**src/rtl/tmr_cmp_pkg.sv**
```systemverilog
package tmr_cmp_pkg;

    typedef enum logic [1:0] {
        WG_NORMAL = 2'b00,
        WG_CTC    = 2'b01,
        WG_FAST   = 2'b10,
        WG_PHASE  = 2'b11
    } wg_mode_e;

    typedef enum logic [1:0] {
        CO_OFF    = 2'b00,
        CO_TOGGLE = 2'b01,
        CO_CLEAR  = 2'b10,
        CO_SET    = 2'b11
    } co_mode_e;

    // Non-PWM compare action applied to the current waveform bit.
    function automatic logic nonpwm_act(input co_mode_e mode, input logic cur);
        logic res;
        unique case (mode)
            CO_OFF:    res = cur;
            CO_TOGGLE: res = ~cur;
            CO_CLEAR:  res = 1'b0;
            CO_SET:    res = 1'b1;
        endcase
        return res;
    endfunction

endpackage

```
**src/rtl/tmr_cnt_seq.sv**
```systemverilog
module tmr_cnt_seq
    import tmr_cmp_pkg::*;
#(
    parameter int CNT_W = 8
) (
    input  logic             clk,
    input  logic             rst_n,
    input  logic             tick,
    input  wg_mode_e         wave_mode,
    input  logic [CNT_W-1:0] cmp_val,
    output logic [CNT_W-1:0] cnt_o,
    output logic             up_o,
    output logic             match_o
);
    localparam logic [CNT_W-1:0] TOP = '1;
    localparam logic [CNT_W-1:0] BOT = '0;
    localparam logic [CNT_W-1:0] ONE = CNT_W'(1);

    typedef struct packed {
        logic [CNT_W-1:0] cnt;
        logic             up;
    } cnt_st_t;

    cnt_st_t st_d, st_q;

    always_comb begin
        st_d    = st_q;
        match_o = tick && (st_q.cnt == cmp_val);
        if (wave_mode != WG_PHASE) begin
            st_d.up = 1'b1;
        end
        if (tick) begin
            unique case (wave_mode)
                WG_NORMAL, WG_FAST: st_d.cnt = st_q.cnt + ONE;
                WG_CTC:             st_d.cnt = match_o ? BOT : st_q.cnt + ONE;
                WG_PHASE: begin
                    if (st_q.up) begin
                        if (st_q.cnt == TOP) begin
                            st_d.cnt = TOP - ONE;
                            st_d.up  = 1'b0;
                        end else begin
                            st_d.cnt = st_q.cnt + ONE;
                        end
                    end else begin
                        if (st_q.cnt == BOT) begin
                            st_d.cnt = ONE;
                            st_d.up  = 1'b1;
                        end else begin
                            st_d.cnt = st_q.cnt - ONE;
                        end
                    end
                end
            endcase
        end
    end

    always_ff @(posedge clk or negedge rst_n) begin
        if (!rst_n) begin
            st_q.cnt <= BOT;
            st_q.up  <= 1'b1;
        end else begin
            st_q <= st_d;
        end
    end

    assign cnt_o = st_q.cnt;
    assign up_o  = st_q.up;

endmodule

```
**src/rtl/tmr_wave_gen.sv**
```systemverilog
module tmr_wave_gen
    import tmr_cmp_pkg::*;
#(
    parameter int CNT_W = 8
) (
    input  logic             clk,
    input  logic             rst_n,
    input  logic             tick,
    input  wg_mode_e         wave_mode,
    input  co_mode_e         out_mode,
    input  logic             force_stb,
    input  logic             match,
    input  logic [CNT_W-1:0] cnt,
    input  logic             up,
    output logic             ocb_o
);
    localparam logic [CNT_W-1:0] BOT = '0;

    typedef struct packed {
        logic ocb;
    } wave_st_t;

    wave_st_t st_d, st_q;
    logic     pwm_mode;
    logic     pwm_sel;

    always_comb begin
        st_d     = st_q;
        pwm_mode = (wave_mode == WG_FAST) || (wave_mode == WG_PHASE);
        pwm_sel  = (out_mode == CO_CLEAR) || (out_mode == CO_SET);
        if (force_stb && !pwm_mode) begin
            st_d.ocb = nonpwm_act(out_mode, st_q.ocb);
        end else if (tick) begin
            unique case (wave_mode)
                WG_NORMAL, WG_CTC: begin
                    if (match) st_d.ocb = nonpwm_act(out_mode, st_q.ocb);
                end
                WG_FAST: begin
                    if (pwm_sel) begin
                        if (match)           st_d.ocb = (out_mode == CO_SET);
                        else if (cnt == BOT) st_d.ocb = (out_mode == CO_CLEAR);
                    end
                end
                WG_PHASE: begin
                    if (pwm_sel && match) begin
                        st_d.ocb = up ? (out_mode == CO_SET) : (out_mode == CO_CLEAR);
                    end
                end
            endcase
        end
    end

    always_ff @(posedge clk or negedge rst_n) begin
        if (!rst_n) st_q.ocb <= 1'b0;
        else        st_q     <= st_d;
    end

    assign ocb_o = st_q.ocb;

endmodule

```
**src/rtl/tmr_pin_mux.sv**
```systemverilog
module tmr_pin_mux
    import tmr_cmp_pkg::*;
(
    input  co_mode_e out_mode,
    input  logic     ocb,
    input  logic     port_data,
    input  logic     port_dir,
    output logic     pin_val_o,
    output logic     pin_oe_o
);
    logic takeover;

    always_comb begin
        takeover  = (out_mode != CO_OFF);
        pin_val_o = takeover ? ocb : port_data;
        pin_oe_o  = port_dir;
    end

endmodule

```
**src/rtl/tmr_cmp_out.sv**
```systemverilog
module tmr_cmp_out
    import tmr_cmp_pkg::*;
#(
    parameter int CNT_W = 8
) (
    input  logic             clk,
    input  logic             rst_n,
    input  logic             tick,
    input  logic [1:0]       wave_mode,
    input  logic [1:0]       out_mode,
    input  logic [CNT_W-1:0] cmp_val,
    input  logic             force_stb,
    input  logic             port_data,
    input  logic             port_dir,
    output logic [CNT_W-1:0] cnt_o,
    output logic             ocb_o,
    output logic             pin_val_o,
    output logic             pin_oe_o
);
    wg_mode_e         wm;
    co_mode_e         om;
    logic [CNT_W-1:0] cnt;
    logic             up;
    logic             match;
    logic             ocb;

    assign wm = wg_mode_e'(wave_mode);
    assign om = co_mode_e'(out_mode);

    tmr_cnt_seq #(.CNT_W(CNT_W)) u_cnt (
        .clk       (clk),
        .rst_n     (rst_n),
        .tick      (tick),
        .wave_mode (wm),
        .cmp_val   (cmp_val),
        .cnt_o     (cnt),
        .up_o      (up),
        .match_o   (match)
    );

    tmr_wave_gen #(.CNT_W(CNT_W)) u_wave (
        .clk       (clk),
        .rst_n     (rst_n),
        .tick      (tick),
        .wave_mode (wm),
        .out_mode  (om),
        .force_stb (force_stb),
        .match     (match),
        .cnt       (cnt),
        .up        (up),
        .ocb_o     (ocb)
    );

    tmr_pin_mux u_pin (
        .out_mode  (om),
        .ocb       (ocb),
        .port_data (port_data),
        .port_dir  (port_dir),
        .pin_val_o (pin_val_o),
        .pin_oe_o  (pin_oe_o)
    );

    assign cnt_o = cnt;
    assign ocb_o = ocb;

endmodule

```
**config.mk**
```make
export PLATFORM = sky130hd
export DESIGN_NAME = tmr_cmp_out
export DESIGN_NICKNAME = d
export VERILOG_FILES = /design/src/rtl/tmr_cmp_pkg.sv /design/src/rtl/tmr_cnt_seq.sv /design/src/rtl/tmr_wave_gen.sv /design/src/rtl/tmr_pin_mux.sv /design/src/rtl/tmr_cmp_out.sv
export SDC_FILE = /design/constraint.sdc
export NUM_CORES = 1
export LEC_CHECK = 0
export ABC_CLOCK_PERIOD_IN_PS = 2200
export BUFFER_PORTS_ARGS = -buffer_cell sky130_fd_sc_hd__buf_2
export CORE_AREA = 4 4 55 57
export CTS_BUF_LIST = sky130_fd_sc_hd__clkbuf_16
export DETAILED_ROUTE_END_ITERATION = 8
export DIE_AREA = 0 0 59 61
export PLACE_DENSITY = 0.77
export SLEW_MARGIN = 10
export SYNTH_ARGS = -nofsm -noshare
export SYNTH_HDL_FRONTEND = slang
export SYNTH_SLANG_ARGS = --single-unit
```
**constraint.sdc**
```tcl
create_clock -name clk -period 2.2 [get_ports clk]
set_clock_uncertainty 0.15 [all_clocks]
set_input_delay 0.33 -clock clk [delete_from_list [all_inputs] [get_ports clk]]
set_output_delay 0.33 -clock clk [all_outputs]
set_load 0.02 [all_outputs]
```
Word-level counts from Yosys, hierarchy flattened
Cells that the tools add are included.
{"block": "totals", "out_inout_bits": 11, "register_bits": 10}
{"block": "op_classes", "eq_ne": 13, "n_addsub": 2, "bitwise_logic": 1, "n_reduce_logical": 14, "n_mux": 21}
{"cell": "$mux 8", "count": 3}
{"cell": "$pmux 8 s3", "count": 1}
{"cell": "$mux 1", "count": 14}
{"cell": "$mux 9", "count": 1}
{"cell": "$ne 3x1->1 const B", "count": 3}
{"cell": "$add 8x1->8 const B", "count": 1}
{"cell": "$eq 2x2->1 const B", "count": 4}
{"cell": "$eq 8x8->1", "count": 1}
{"cell": "$eq 8x8->1 const B", "count": 1}
{"cell": "$logic_not 8->1", "count": 1}
{"cell": "$sub 8x1->8 const B", "count": 1}
{"cell": "$reduce_and 5->1", "count": 1}
{"cell": "$eq 2x1->1 const B", "count": 2}
{"cell": "$logic_not 2->1", "count": 2}
{"cell": "$ne 4x1->1 const B", "count": 1}
{"cell": "$pmux 1 s4", "count": 1}
{"cell": "$reduce_bool 2->1", "count": 2}
{"cell": "$reduce_or 2->1", "count": 2}
{"cell": "$logic_and 1x1->1", "count": 3}
{"cell": "$pmux 1 s3", "count": 1}
{"cell": "$logic_or 1x1->1", "count": 2}
{"cell": "$ne 2x2->1 const B", "count": 1}
{"cell": "$logic_not 1->1", "count": 1}
{"cell": "$not 1->1", "count": 1}

Logic depth before layout (Yosys ltp)
Gate-level depths: netlist of run 1.
{"block": "logic_depth", "depth_word": 7, "depth_mapped": 7, "depth_no_buf": 7}

Hierarchy
Synthesis of run 1 repeated with hierarchy kept, for this count alone.
{"block": "unflattened", "cells_unflattened": 154, "hier_area_um2": 1182.4}
{"module": "tmr_cnt_seq", "area_per_inst_um2": 1012.2, "cells_each": 133, "seq_area_each_um2": 226.5, "instances": 1}
{"module": "tmr_wave_gen", "area_per_inst_um2": 147.6, "cells_each": 18, "seq_area_each_um2": 25.0, "instances": 1}
{"module": "tmr_pin_mux", "area_per_inst_um2": 22.5, "cells_each": 3, "seq_area_each_um2": 0.0, "instances": 1}

Worst setup path before layout of run 1
No wires, ideal clock.
{"block": "synth_timing", "path_kind": "register -> register", "from": "register, netlist name u_cnt.cnt_o[4]", "to": "register, netlist name u_cnt.cnt_o[2]", "path_slack_ns": -0.092, "setup_ns": 0.147, "n_path_buf": 2, "arrival_ns": 1.995, "path_stages_with_launch": 8, "period_less_slack_ns": 2.292, "required_ns": 1.903, "path_cell_list": "dfrtp_1 > buf_6 > or4_4 > buf_6 > o41a_4 > a21o_1 > a21oi_1 > a311oi_1"}
{"block": "synth_via", "elab_chain_cells": 4}
{"element": "$eq 8x8->1 (tied with other cells)", "line": "tmr_cnt_seq.sv:38", "text": "if (st_q.cnt == TOP) begin"}
{"element": "$mux 8 (tied with other cells)", "line": "tmr_cnt_seq.sv:38"}
{"element": "$mux 9 / $mux 8 (equally long branches)", "line": "tmr_cnt_seq.sv:37, tmr_cnt_seq.sv:35"}
{"element": "$pmux 8 s3 *", "line": "tmr_cnt_seq.sv:33", "text": "unique case (wave_mode)"}
Mark *: on every way between the ends. The rest lies on a longest branch, timed or not.
A chain may end at the register's enable or synchronous reset.

Worst setup path after layout of run 1
{"block": "layout_timing", "from": "register, netlist name u_cnt.cnt_o[3]", "to": "register, netlist name u_cnt.cnt_o[3]"}
{"block": "layout_via", "elab_chain_cells": 4}
{"element": "$sub 8x1->8 (tied with other cells)", "line": "tmr_cnt_seq.sv:49", "text": "st_d.cnt = st_q.cnt - ONE;"}
{"element": "$mux 8 (tied with other cells)", "line": "tmr_cnt_seq.sv:45", "text": "if (st_q.cnt == BOT) begin"}
{"element": "$mux 9 / $mux 8 (equally long branches)", "line": "tmr_cnt_seq.sv:37, tmr_cnt_seq.sv:35"}
{"element": "$pmux 8 s3 *", "line": "tmr_cnt_seq.sv:33"}
Marked as above.

==> results of run 1 <==
-- registers in the layout, summed over array words and instances, names as in the netlist --
| signal | flops |
|---|---|
| u_cnt.cnt_o | 8 |
| u_cnt.up_o | 1 |
| u_wave.ocb_o | 1 |
-- cell usage after synthesis, drive strengths merged, types with 3 or more instances --
cell type / n / area share
a21oi: 7 / 0.032
a31oi: 6 / 0.031
and2: 3 / 0.016
and3: 3 / 0.016
buf: 8 / 0.045
clkbuf: 6 / 0.019
dfrtp: 9 / 0.19
ha: 3 / 0.031
inv: 8 / 0.025
mux2: 4 / 0.038
nand2: 13 / 0.041
nand3: 9 / 0.038
nand4: 5 / 0.026
nor2: 8 / 0.025
nor3: 5 / 0.025
o2111ai: 3 / 0.022
o21ai: 7 / 0.029
o22ai: 4 / 0.021
o31ai: 3 / 0.019
or3: 4 / 0.021
or4: 3 / 0.022
xnor2: 9 / 0.066
-- final timing paths --
check	start	to	slack, ns	cells past startpoint
max in group asynchronous	rst_n	u_cnt.up_o$_DFF_PN1_	1.28	2
setup reg to reg	u_cnt.cnt_o[3]$_DFFE_PN0P_	u_cnt.cnt_o[3]$_DFFE_PN0P_	0.07	5
hold reg to reg	u_wave.ocb_o$_DFFE_PN0P_	u_wave.ocb_o$_DFFE_PN0P_	0.45	1
min in group asynchronous	rst_n	u_cnt.cnt_o[4]$_DFFE_PN0P_	0.34	2
setup / recovery	u_cnt.cnt_o[3]$_DFFE_PN0P_	u_cnt.cnt_o[3]$_DFFE_PN0P_	0.07	5
hold / removal	wave_mode[1]	u_cnt.up_o$_DFF_PN1_	0.31	4
-- metal layers --
layer	wire (µm)	up-vias
li1	-	650
met1	1491	632
met2	1728	67
met3	340	8
met4	49	0
met5	0	-
-- metrics by stage --
step,power [µW],setup WS [ns]
after global routing,1267,0.01225
after CTS,1183,0.04045
after floorplan,675.8,-0.0006872
final,1194,0.06758
after global placement,832.2,0.1101
after detailed placement,850.4,0.06708
-- power breakdown --
| group | leakage [µW] | switching, µW | internal [µW] | total [µW] |
|---|---|---|---|---|
| Combinational | 0.000494 | 318 | 247 | 565 |
| Clock | 0.0000423 | 88.2 | 239 | 327 |
| Sequential | 0.000117 | 77.6 | 224 | 301 |
| Total | 0.000653 | 484 | 710 | 1190 |
-- cells by family after synthesis --
family | after synthesis
AOI/OAI and AO/OA | 47
and+or+nand+nor | 59
DFF | 10
adders and majority gates | 3
buffers and inverters | 22
xor gates and xnor gates | 10
muxes | 5
-- critical path: cells and delay by family (launching register included) --
kind	cells	cell delay, ns
simple gates	1	0.61
flops	1	0.45
compound gates	4	0.81
-- layout make-up --
class	count	area share
Clock buffer	3	0.05046
Inverter	8	0.02018
Tap cell	30	0.02523
Sequential cell	10	0.1707
Timing Repair Buffer	39	0.1548
Multi-Input combinational cell	124	0.5761
Clock inverter	1	0.002523
-- timing repair --
| action | 4_1_cts | 5_1_grt |
|---|---|---|
| gates resized for setup | 0 | 4 |
| setup endpoints to repair | 0 | 3 |
| hold endpoints to repair | 9 | 0 |
| hold buffers | 1 | 0 |
==> results.md, run 1 <==
- Of the total synthesized cell area, the portion taken by XOR and XNOR cells is 0.07315.
- The number of setup buffers added after CTS is 0.
- For this run, asynchronously set or reset flops after synthesis account for 1.000.
- The part of the cycle the worst path needs is 0.9693.
- The mean area per synthesized cell is 7.676 µm².
- The number of core rows is 18.
- Of the total synthesized cell area, the portion taken by full adders, half adders and majority gates is 0.03135.
- TritonCTS built the clock tree.
- The full die area is 0.003599 mm².
- In this run the number of H-tree levels came out at 1.
- The power density over the cells is 802.3 mW/mm².
- The number of failing hold endpoints at the final stage is 0.
- For this run, global-route usage on met1 was measured as 0.2758.
- The sequential cell area is 254.0 µm².
- The multi-input combinational cells in the finished layout cover a total of ~860 µm².
- The final setup TNS is 0 ns.
- The commonest non-fill, non-tap cell in the layout is buf_2.
- The longest clock path from root to sink contains 2 buffers.
- The sum of routed wire length over all layers is 3.610 mm.
- The placed instances occupy a cell area of about 0.0014 mm².
- The total setup violations reported at the end of the flow is 0.
- The number of ports placed on the die boundary is 29.
- In the synthesized netlist, the number of instances is 156.
- The count of clock tree sinks is 10.
- After detailed placement, the design holds a cell count of 210.
- CTS placed an instance of clkbuf_16 at the clock tree root.
- Excluding fillers, the count of instances in the completed layout stands at roughly 220.
- The design area is around 0.0015 mm².
- The peak clock frequency supported by timing is about 470 MHz.
- The number of iterations in the first detailed-routing pass is 4.
- The congestion estimate from routability-driven global placement came to 0.9244.
- The core region area is 0.002477 mm².
- Measured along the y axis, the die boundary spans just over 60 µm.
- The worst hold slack is 0.3069 ns.
- In the global route stage, met3 resource usage came out at 0.03617.
- The busiest metal layer after global routing is met2.
- The via count of the first global-routing pass came to 1,298.
- Dividing the detail-routed wire length by the instance count gives 16.79 µm.
- The clock period minus worst slack is 2.132 ns.
- The DRC violation count after routing is 0.
- The routed layout has about 1,400 vias.
- The library cells used most frequently in the layout, excluding fill and tap cells, are buf_2 (26), nand2_1 (13), buf_4 (12).
- At the pin with the least slew margin, the transition time is 0.3423 ns.
- The relative area change from synthesis to final layout is 24.24%.
- Clock-pin slew was measured on the worst setup and hold paths at 0.05 ns.
- The number of buffers inserted by port buffering is 26.
- The initial antenna violation count is 0.
- The slowest cell on the critical path is or4_4.
- The compound-gate portion of the synthesized area came to 0.2853.
- The share of cells above drive strength 1 is 0.2919.
- The count of nets left with antenna violations after detail routing is 0.
- The initial utilization of the core area, before any placement, comes to 0.4833.
- Measured against its own limit, the worst slew margin works out to 0.7682.
- The die is about 59 µm wide.
- The peak supply drop is about 0.46 mV.
- Counting the buffers created by CTS gives 3.
- The worst setup path is of the reg2reg kind.
- Global routing finished with a remaining overflow of 0.
- The number of antenna diodes in the final layout is 0.
- The number of synthesis warnings is 0.
- Data arrives at the worst endpoint at 2.10 ns.
- Of all nets on the critical path, the largest fanout is 8.
- The first-pass GRT wire length is between 5 and 6 mm.
- Summed over all nets, the half-perimeter wirelength after detailed placement is roughly 2.7 mm.
- Counting flops and latches in the post-synthesis netlist gives 10.
- The number of nets handed over by synthesis was 177.
- In the routed layout, each cell is associated on average with a via count of 6.312.
- Max-cap violations in this run came to 0.
- The count of routing violations after the opening detailed-route iteration is 91.
- The clock reaches the later pin of the worst-skew pair after 0.24 ns.
- The share of the core filled with cells in the final layout is 0.6005.
- The worst setup path is launched from a register.
- The post-layout net count is 207.
- At the worst endpoint, the required time is 2.16 ns.
- The final count of pins violating max slew came to 0.
- For this run, the total global-route usage over all layers was measured as 0.2147.
- The netlist area before placement is 0.001197 mm².
- The distinct cell type count after synthesis is 51.
- Entering global routing, the biggest net connects 19 pins.
- For this run, the register share of the synthesized area comes to 0.2100.
- The critical path goes through or4_4, o41a_4, a21boi_1, a21oi_2, a211oi_1.
- For this run, the leading register cell type out of synthesis is dfrtp_1.
- The flow ran to the end, and the final reports show no timing, DRC or antenna violations.
- The filler cells instantiated in the layout total 218.
- The combinational family with the most area after synthesis is compound AO/OA/AOI/OAI gates.
- The largest single stage delay on the critical path is 0.61 ns.
- In this run, synthesis inferred 0 flip-flops with an integrated enable.
- After synthesis, the share of cell area in mux cells is 0.04598.
- The analysis attributes to cell leakage a power of 0.0006532 µW.
- For this run, global-route usage on met2 was measured as 0.3722.
- Of the total synthesized cell area, the portion taken by AND, OR, NAND and NOR gates is 0.2654.
- The type of the worst min-delay path is in2reg.
- Setup repair after global routing left no endpoint under its margin.
- STA classifies the critical path endpoint as a register.
Note: power is estimated with default switching activity, not from simulation.
==> run 2, diff against run 1 <==
--- a/config.mk
+++ b/config.mk
@@ -12,6 +12,7 @@
 export DETAILED_ROUTE_END_ITERATION = 8
 export DIE_AREA = 0 0 59 61
 export PLACE_DENSITY = 0.77
+export SETUP_SLACK_MARGIN = 0.15
 export SLEW_MARGIN = 10
 export SYNTH_ARGS = -nofsm -noshare
 export SYNTH_HDL_FRONTEND = slang
==> results.md, run 2 (same netlist as run 1, synthesis figures left out) <==
- Status: finished clean (unchanged).
- The total global routing track utilization is 0.2235 (was 0.2147).
- The peak clock frequency supported by timing is 477.0 MHz (was 469.0 MHz).
- The DRC violation count after routing is 0 (unchanged).
- The maximum number of pins on one net before global-route repair is 19 (unchanged).
- The number of failing hold endpoints at the final stage was 0 (unchanged).
- The area used by multi-input combinational logic is 945.9 µm² (was 857.1 µm²).
- The data arrival time of the critical path was 2.06 ns (was 2.10 ns).
- The initial antenna violation count came to 0 (unchanged).
- The total inserted antenna cells was 0 (unchanged).
- The final weighted congestion in routability-driven placement is 0.9896 (was 0.9244).
- The total chip power is 1326 µW (was 1194 µW).
- The total overflow reported by the global router is 0 (unchanged).
- The startpoint-to-endpoint class of the critical path is reg2reg (unchanged).
- The number of flip-flops under the largest register name is 8 (unchanged).
- The type of element launching the critical path is a register (unchanged).
- The nature of the critical path endpoint is a register (unchanged).
- The clock-pin transition on the worst setup and hold timing paths was 0.05 ns (about the same).
- The worst hold slack is 0.2907 ns (was 0.3069 ns).
- The power density over the cells came to 813.3 mW/mm² (was 802.3 mW/mm²).
- The die width is 59 µm (unchanged).
- The average routed wire per standard cell is 18.15 µm (was 16.79 µm).
- The number of ports placed on the die boundary came to 29 (unchanged).
- The number of core rows is 18 (unchanged).
- The end point of the critical path is u_cnt.cnt_o[7]$_DFFE_PN0P_ (was u_cnt.cnt_o[3]$_DFFE_PN0P_).
- The number of buffers and inverters on the critical path is 0 (unchanged).
- The clock buffer count from CTS is 3 (unchanged).
- The startpoint of the worst-slack reg-to-reg timing path is u_cnt.cnt_o[2]$_DFFE_PN0P_ (was u_cnt.cnt_o[3]$_DFFE_PN0P_).
- The full die area was 0.003599 mm² (unchanged).
- The worst-case reg-to-reg path depth was 5 (unchanged).
- The count of clock tree sinks is 10 (unchanged).
- The type of the worst min-delay path was in2reg (unchanged).
- The clock tree from TritonCTS is built (unchanged).
- The count of routing violations after the opening detailed-route iteration came to 156 (was 91).
- The slowest cell on the critical path is or4_4 (unchanged).
- The final count of pins violating max slew is 0 (unchanged).
- The total setup violations reported at the end of the flow is 0 (unchanged).
- The number of H-tree levels is 1 (unchanged).
- RSZ-0062 raised after global routing: true (was false).
- The cell area after placement is 0.001380 mm² (was 0.001386 mm²).
- The filler cell count in the final layout came to 196 (was 218).
- The relative area change from synthesis to final layout is 36.15% (was 24.24%).
- The clock root buffer was clkbuf_16 (unchanged).
- The sum of routed wire length over all layers is 4.011 mm (was 3.610 mm).
- The HPWL after detailed placement was 2.508 mm (was 2.729 mm).
- The first-pass GRT wire length came to 6.106 mm (was 5.954 mm).
- The initial core utilization was 0.4833 (unchanged).
- The actual transition at the worst max-transition pin is 0.4501 ns (was 0.3423 ns).
- The gate family responsible for the most delay along the worst path is simple AND/OR/NAND/NOR gates (was compound AO/OA/AOI/OAI gates).
- The via count of the first global-routing pass is 1,270 (was 1,298).
- The peak supply drop is 0.6256 mV (was 0.4639 mV).
- The core region area is 0.002477 mm² (unchanged).
- The final setup TNS is 0 ns (unchanged).
- The largest fanout on the critical path is 6 (was 8).
- The source of the critical timing path is u_cnt.cnt_o[2]$_DFFE_PN0P_ (was u_cnt.cnt_o[3]$_DFFE_PN0P_).
- The leakage dissipation came to 0.0007017 µW (was 0.0006532 µW).
- The clock insertion delay at the later pin of the skew report is 0.25 ns (was 0.24 ns).
- The end of the worst register-to-register path is u_cnt.cnt_o[7]$_DFFE_PN0P_ (was u_cnt.cnt_o[3]$_DFFE_PN0P_).
- The remaining max-slew budget at the tightest pin is 0.6952 (was 0.7682).
- The maximum count of clock buffers along a single path is 2 (unchanged).
- The largest stage delay on the critical path is 0.60 ns (was 0.61 ns).
- The max-capacitance violation count is 0 (unchanged).
- The share of cells above drive strength 1 was 0.4241 (was 0.2919).
- The data required time at the worst endpoint was 2.16 ns (about the same).
- The commonest non-fill, non-tap cell in the layout is buf_2 (unchanged).
- List of cells traversed by the critical path: or4_4, o21ai_0, nand3_1, a21oi_1, a211oi_2 (was or4_4, o41a_4, a21boi_1, a21oi_2, a211oi_1).
- The die height came to 61 µm (unchanged).
- The post-layout net count is 213 (was 207).
- Most used cells in the layout excluding fill and tap cells: buf_2 (26), buf_4 (17), nand2_1 (13) (was buf_2 (26), nand2_1 (13), buf_4 (12)).
- The count of nets left with antenna violations after detail routing came to 0 (unchanged).
- The number of buffers inserted by port buffering is 26 (unchanged).
- The design area is 0.001630 mm² (was 0.001488 mm²).
- The number of standard cells in the layout, taps in and fillers out was 221 (was 215).
- The cell total after placement is 209 (was 210).
- The detailed-route via count is 1,394 (was 1,357).
- The part of the cycle the worst path needs is 0.9530 (was 0.9693).
- The sequential cell area was 259.0 µm² (was 254.0 µm²).
- The clock period minus worst slack is 2.097 ns (was 2.132 ns).
- The number of iterations in the first detailed-routing pass is 4 (unchanged).
- The setup slack of the most critical reg-to-reg path is 0.10 ns (was 0.07 ns).
- The number of stages on the worst setup path is 5 (unchanged).
- The detailed-route vias per instance came to 6.308 (was 6.312).
run 2: worst min path at each step:
stage / start / endpoint / slack (ns) / cells after the start
final: tick / u_cnt.cnt_o[1]$_DFFE_PN0P_ / 0.29 / 2
after global routing: tick / u_cnt.cnt_o[1]$_DFFE_PN0P_ / 0.30 / 2
after CTS: wave_mode[1] / u_cnt.up_o$_DFF_PN1_ / 0.28 / 4
after detailed placement: rst_n / u_cnt.cnt_o[2]$_DFFE_PN0P_ / 0.07 / 1
after global placement: rst_n / u_cnt.cnt_o[2]$_DFFE_PN0P_ / 0.06 / 1
after floorplan: rst_n / u_cnt.cnt_o[0]$_DFFE_PN0P_ / -0.12 / 0
run 2: cell type report:
type | instances | share of cell area
multi-input combinational | 124 | 0.5802
timing repair buffer | 45 | 0.1711
sequential | 10 | 0.1589
clock buffer | 3 | 0.04605
tap | 30 | 0.02302
inverter | 8 | 0.01842
clock inverter | 1 | 0.002302
run 2: timing repair:
action	in CTS	in global routing
hold buffers	1	0
pin swaps	2	3
resized for setup	7	19
setup buffers	6	1
setup endpoints to repair	6	9
endpoints found under the hold margin	9	0
gates cloned	0	0
run 2: power breakdown:
part | internal, µW | total (µW) | switching, µW
combinational | 308 | 684 | 376
sequential | 226 | 297 | 70.4
clock | 240 | 345 | 105
total | 775 | 1330 | 551
run 2: stage by stage:
step	setup slack (ns)	util
after floorplan	0.000009770	-
after global placement	0.08508	0.5571
after detailed placement	0.06616	0.5571
after CTS	0.1329	0.6222
after global routing	0.01616	0.6581
final	0.1033	0.6581
run 2: metal layers:
layer / wire length [µm] / global-route usage / vias up
met5: 0 / 0 / -
met4: 80 / 0.09385 / 0
met3: 349 / 0.04043 / 11
met2: 1891 / 0.3612 / 75
met1: 1688 / 0.2934 / 654
li1: - / - / 654
